<file path="src/rtl/tmr_irq_pkg.sv">
package tmr_irq_pkg;
  localparam int NCH = 3;
  localparam int NSRC = NCH + 1;

  typedef enum logic [1:0] {
    MODE_FREE = 2'b00,
    MODE_MOD  = 2'b01,
    MODE_UPDN = 2'b10,
    MODE_RSV  = 2'b11
  } cnt_mode_e;

  typedef struct packed {
    logic [NCH-1:0] setCh;
    logic           setOvf;
    logic [NCH-1:0] dmaPulse;
  } evt_strobe_t;
endpackage

</file>
<file path="src/rtl/tmr_irq_ctrl.sv">
module tmr_irq_ctrl
  import tmr_irq_pkg::*;
(
  input  logic           clk,
  input  logic           rstN,
  input  cnt_mode_e      mode,
  input  logic [NCH-1:0] chCapture,
  input  logic [NCH-1:0] cmpEvt,
  input  logic [NCH-1:0] capEvt,
  input  logic           termEvt,
  input  logic           zeroEvt,
  output evt_strobe_t    st
);
  logic           isUpDn;
  logic [NCH-1:0] setChW;
  logic           setOvfW;
  logic [NCH-1:0] dmaW;

  assign isUpDn = (mode == MODE_UPDN);

  for (genvar i = 0; i < NCH; i++) begin : g_route
    logic chEvt;
    assign chEvt = chCapture[i] ? capEvt[i] : cmpEvt[i];
    if (i == 0) begin : g_ch0
      assign setChW[i] = (isUpDn && !chCapture[i]) ? zeroEvt : chEvt;
    end else begin : g_chn
      assign setChW[i] = chEvt;
    end
  end

  assign setOvfW = isUpDn ? zeroEvt : termEvt;
  assign dmaW    = cmpEvt & ~chCapture;
  assign st      = '{setCh: setChW, setOvf: setOvfW, dmaPulse: dmaW};

  AST_UD_CH0_NO_CMP: assert property (@(posedge clk) disable iff (!rstN)
    (isUpDn && !chCapture[0] && cmpEvt[0] && !zeroEvt) |-> !st.setCh[0]);
  AST_UD_TERM_IGNORED: assert property (@(posedge clk) disable iff (!rstN)
    (isUpDn && termEvt && !zeroEvt) |-> !st.setOvf);
  AST_FREE_ZERO_IGNORED: assert property (@(posedge clk) disable iff (!rstN)
    (!isUpDn && zeroEvt && !termEvt) |-> !st.setOvf);
endmodule

</file>
<file path="src/rtl/tmr_irq_dp.sv">
module tmr_irq_dp
  import tmr_irq_pkg::*;
(
  input  logic            clk,
  input  logic            rstN,
  input  evt_strobe_t     st,
  input  logic            clrWe,
  input  logic [NSRC-1:0] clrData,
  input  logic [NSRC-1:0] maskVec,
  input  logic            globalEn,
  output logic [NSRC-1:0] flags,
  output logic            cpuFlag,
  output logic            irqReq,
  output logic [NCH-1:0]  dmaTrig
);
  logic [NSRC-1:0] setVec;
  logic [NSRC-1:0] clrVec;
  logic [NSRC-1:0] pend;
  logic [NSRC-1:0] pendPrev;

  assign setVec = {st.setOvf, st.setCh};
  assign clrVec = clrWe ? clrData : '0;
  assign pend   = flags & maskVec;

  always_ff @(posedge clk or negedge rstN) begin
    if (!rstN) begin
      flags    <= '0;
      pendPrev <= '0;
      dmaTrig  <= '0;
    end else begin
      flags    <= (flags & ~clrVec) | setVec;
      pendPrev <= pend;
      dmaTrig  <= st.dmaPulse;
    end
  end

  assign cpuFlag = |pend;
  assign irqReq  = globalEn & |(pend & ~pendPrev);

  for (genvar i = 0; i < NSRC; i++) begin : g_chk
    AST_FLAG_SET: assert property (@(posedge clk) disable iff (!rstN)
      setVec[i] |=> flags[i]);
    AST_FLAG_HOLD: assert property (@(posedge clk) disable iff (!rstN)
      (flags[i] && !clrVec[i]) |=> flags[i]);
    AST_FLAG_CLR: assert property (@(posedge clk) disable iff (!rstN)
      (clrVec[i] && !setVec[i]) |=> !flags[i]);
  end

  AST_IRQ_GATED: assert property (@(posedge clk) disable iff (!rstN)
    irqReq |-> (globalEn && cpuFlag));
endmodule

</file>
<file path="src/rtl/timer_irq_flags.sv">
module timer_irq_flags
  import tmr_irq_pkg::*;
(
  input  logic           clk,
  input  logic           rstN,
  input  logic [1:0]     cntMode,
  input  logic [NCH-1:0] chCapture,
  input  logic [NCH-1:0] cmpEvt,
  input  logic [NCH-1:0] capEvt,
  input  logic           termEvt,
  input  logic           zeroEvt,
  input  logic [NCH-1:0] chMask,
  input  logic           ovfMask,
  input  logic           globalEn,
  input  logic           clrWe,
  input  logic [NSRC-1:0] clrData,
  output logic [NCH-1:0] chFlag,
  output logic           ovfFlag,
  output logic           cpuFlag,
  output logic           irqReq,
  output logic [NCH-1:0] dmaTrig
);
  evt_strobe_t     strobes;
  logic [NSRC-1:0] flagsW;

  tmr_irq_ctrl u_ctrl (
    .clk       (clk),
    .rstN      (rstN),
    .mode      (cnt_mode_e'(cntMode)),
    .chCapture (chCapture),
    .cmpEvt    (cmpEvt),
    .capEvt    (capEvt),
    .termEvt   (termEvt),
    .zeroEvt   (zeroEvt),
    .st        (strobes)
  );

  tmr_irq_dp u_dp (
    .clk      (clk),
    .rstN     (rstN),
    .st       (strobes),
    .clrWe    (clrWe),
    .clrData  (clrData),
    .maskVec  ({ovfMask, chMask}),
    .globalEn (globalEn),
    .flags    (flagsW),
    .cpuFlag  (cpuFlag),
    .irqReq   (irqReq),
    .dmaTrig  (dmaTrig)
  );

  assign chFlag  = flagsW[NCH-1:0];
  assign ovfFlag = flagsW[NCH];

  for (genvar i = 0; i < NCH; i++) begin : g_dmachk
    AST_DMA_FROM_CMP: assert property (@(posedge clk) disable iff (!rstN)
      dmaTrig[i] |-> $past(cmpEvt[i] && !chCapture[i]));
  end
endmodule

</file>
<file path="config.mk">
export PLATFORM = sky130hd
export DESIGN_NAME = timer_irq_flags
export DESIGN_NICKNAME = d
export VERILOG_FILES = /design/src/rtl/tmr_irq_pkg.sv /design/src/rtl/tmr_irq_ctrl.sv /design/src/rtl/tmr_irq_dp.sv /design/src/rtl/timer_irq_flags.sv
export SDC_FILE = /design/constraint.sdc
export NUM_CORES = 1
export LEC_CHECK = 0
export BUFFER_PORTS_ARGS = -buffer_cell sky130_fd_sc_hd__buf_2
export CORE_UTILIZATION = 39
export DETAILED_ROUTE_END_ITERATION = 10
export PLACE_DENSITY = 0.75
export SLEW_MARGIN = 20
export SYNTH_ARGS = -nofsm -noshare
export SYNTH_HDL_FRONTEND = slang
export SYNTH_HIERARCHICAL = 1
export SYNTH_SLANG_ARGS = --single-unit
</file>
<file path="constraint.sdc">
create_clock -name clk -period 1.41 [get_ports clk]
set_input_delay 0.141 -clock clk [delete_from_list [all_inputs] [get_ports clk]]
set_output_delay 0.141 -clock clk [all_outputs]
set_load 0.02 [all_outputs]
</file>
==> impl_summary.txt <==
----------------------------------------------------
[Worst setup path]
  Top delay family on crit path ... simple AND/OR/NAND/NOR gates
  Critical Path Sink Type ... primary output
  Maximum fanout along the worst path ... 2
  Kind of start point of the critical path ... register
  Cells along the critical path ... and2_4 -> or4_4 -> buf_6
  Endpoint required time on the critical path ... 1.27 ns
  Count of cells along the worst register-to-register path ... 2
  Worst endpoint data arrival time ... ~1.5 ns
  Critical Setup Path Class ... register to primary output
  Critical path depth ... 3
  CP bufs+invs ... 1
  Max stage delay on crit path ... approximately 0.50 ns
  Slowest cell on the critical path ... or4_4

[Power and ir drop]
  Leakage Power ... between 0.4 and 0.5 nW
  PD cells ... 988 nW/µm²
  Peak supply drop ... between 0.4 and 0.5 mV

[STA]
  Share of the cycle needed by the critical path after routing ... 1.13
  Setup TNS ... -0.182 ns
  Final Max Tran Viols ... 0
  Slew at the pin closest to its max-slew limit ... around 0.24 ns
  Final worst slack ... -0.182 ns
  Clock Skews ... around 0.0045 ns
  Hold Violations, Final ... 0
  Worst slew margin relative to its limit ... 0.842
  Total of endpoints with negative setup slack in the final report ... 1
  Unrepaired setup endpoints after global routing ... yes
  Final critical path time including I/O delays and setup ... between 1.5 and 2 ns
  Highest clock frequency the design can meet ... roughly 630 MHz

[Cells and area]
  Fraction of final layout cells with drive strength greater than 1 ... 0.561
  Growth of design area from synthesis to finish ... 46.6%
  Final #Nets ... between 100 and 150
  Most common cell after layout, fill and taps aside ... buf_2
  Most frequent cells in the layout ... buf_2 (31), dfrtp_1 (11), a21o_1 (6)
  # diodes ... 0
  Finished Cell Area ... 752 µm²
  Fillers ... a little over 100
  Fraction of the core area covered by cells at the end of the flow ... 0.642

[Job]
  Max-cap check violation count ... 0

[CTS]
  CTS tree ... yes
  Sink Count ... 11
  Skew-Pair Late Insertion Delay ... ~0.26 ns
  H-tree level count ... 1
  TritonCTS Buffers ... 3
  Root Buffer ... clkbuf_4
  Largest buffer count on any clock path ... 2
  Clock edge transition at the registers on the reported setup and hold paths ... roughly 0.08 ns

[Drt]
  Count of unresolved DRC violations after routing ... 0
  Detail-routed via count per cell ... approximately 4.7
  Overall via count from detail_route ... roughly 450
  Post-detailed-route wirelength per cell ... about 11 µm
  Antenna Violating Nets Remaining ... 0
  Total detailed-routing wirelength ... 1.08 mm
  Number of iterations in the first detailed-routing pass ... 2
  Iteration-0 DRC Markers ... 2

[Floorplanning]
  Initial Util ... 0.438
  Die Area ... 1460 µm²
  X dimension of the die ... 38.3 µm
  Area of the placeable core ... 1170 µm²
  Die H ... 38.3 µm
  Number of placement rows ... 12
  Boundary Pins ... 34

[Place]
  Final Wtd Congestion ... between 0.6 and 0.7
  Post-Place Cell Area ... roughly 700 µm²
  DP Wirelength ... roughly 900 µm
  I/O Buffers ... 33

[Global route]
  GR Overflow Total ... 0
  Global-route usage over all layers ... 0.179
  First-pass GRT wire length ... roughly 1.8 mm
  Antenna violations before repair ... 0
  Vias in the first global route ... around 440
  Pin count of the biggest net entering global routing ... 12

[Min path]
  Path type of the worst min-delay path ... input pin to register
  Number of cells traversed by the worst hold path ... 2

[Yosys]
  Number of warnings issued by yosys ... 6
  Number of nets in the synthesized netlist ... just under 70
  Yosys cell types ... 16
  Flop and latch count out of synthesis ... 11
  Post-Synthesis Mean Instance Area ... 11.7 µm²
  Summed instance area of the synthesized netlist ... around 500 µm²
  Gate count of the mapped netlist ... between 40 and 50
  Share of synthesized area occupied by flip-flops and latches ... 0.537

[Outcome]
  Violated checks ... negative setup slack
  Outcome ... finished with violations

----------------------------------------------------
stage by stage:
step / power, mW / worst slack (ns) / cells / hold slack (ns)
after floorplan: 0.448 / 0.0589 / 44 / -0.155
after global placement: 0.519 / 0.0852 / 91 / 0.0172
after detailed placement: 0.526 / 0.0499 / 91 / 0.0205
after CTS: 0.746 / -0.197 / 96 / 0.0379
after global routing: 0.784 / -0.224 / 96 / 0.0364
final: 0.743 / -0.182 / 96 / 0.0460
registers in the layout, indices dropped and copies added, names as in the netlist:
| register | cells |
|---|---|
| u_dp/dmaTrig | 3 |
| u_dp/flags | 4 |
| u_dp/pendPrev | 4 |
per-layer routing:
metal | vias to the layer above | part of all wire | track usage
met5 | - | 0 | 0
met4 | 0 | 0 | 0.0804
met3 | 0 | 0.052 | 0.0407
met2 | 20 | 0.56 | 0.314
met1 | 202 | 0.38 | 0.205
li1 | 227 | - | -
layout make-up:
cell class / count / area [µm²] / share of cell area
Tap cell: 14 / 17.5 / 0.0233
Sequential cell: 11 / 275 / 0.366
Multi-Input combinational cell: 28 / 218 / 0.290
Timing Repair Buffer: 37 / 206 / 0.275
Inverter: 2 / 7.51 / 0.00998
Clock inverter: 1 / 5.00 / 0.00666
Clock buffer: 3 / 22.5 / 0.0300
power breakdown:
| part | leakage [nW] | switching (mW) | total, mW | internal (mW) |
|---|---|---|---|---|
| clock network | 0.0177 | 0.108 | 0.213 | 0.105 |
| registers | 0.129 | 0.00942 | 0.350 | 0.340 |
| logic | 0.258 | 0.0851 | 0.181 | 0.0955 |
| total | 0.404 | 0.202 | 0.743 | 0.540 |
cell families after synthesis:
logic type             synth area share
AOI/OAI and AO/OA                 0.120
buffers and inverters            0.0585
DFF                               0.537
muxes                            0.0293
and+or+nand+nor                   0.256
final timing paths:
path,slack (ns),start,endpoint
worst min register to register,0.52,u_dp/flags[3],u_dp/pendPrev[3]
worst min-delay path,0.05,chCapture[2],u_dp/dmaTrig[2]
worst max register to register,0.63,u_dp/flags[0],u_dp/flags[0]
max in group asynchronous,0.94,rstN,u_dp/dmaTrig[1]
min in group asynchronous,0.27,rstN,u_dp/dmaTrig[2]
worst max-delay path,-0.18,u_dp/flags[0],cpuFlag
what timing repair did:
item	4_1_cts	5_1_grt
setup buffers	0	0
hold endpoints to repair	11	0
pin swaps	3	0
resized for setup	3	2
cloned	0	0
endpoints found under the setup margin	1	2
hold buffers	1	0
cell usage after synthesis:
| cell type | n | area [µm²] |
|---|---|---|
| mux2_4 | 1 | 15.0 |
| dfrtp_1 | 11 | 275 |
| a41oi_1 | 1 | 8.76 |
| nor2b_4 | 1 | 13.8 |
| nand4bb_1 | 1 | 11.3 |
| nand2b_1 | 1 | 6.26 |
| and2_4 | 1 | 8.76 |
| inv_1 | 2 | 7.51 |
| nor2b_1 | 2 | 12.5 |
| and2_1 | 3 | 18.8 |
| a21o_1 | 6 | 45.0 |
| nand3b_1 | 4 | 30.0 |
| nand2_1 | 5 | 18.8 |
| buf_4 | 3 | 22.5 |
| o211ai_1 | 1 | 7.51 |
| or4_4 | 1 | 11.3 |
worst register-to-register path, cell delays in order, from the launching register on:
cell and delay, ns:
dfrtp_1 0.39, buf_4 0.15, a21o_1 0.14
(Power assumes the default switching activity.)
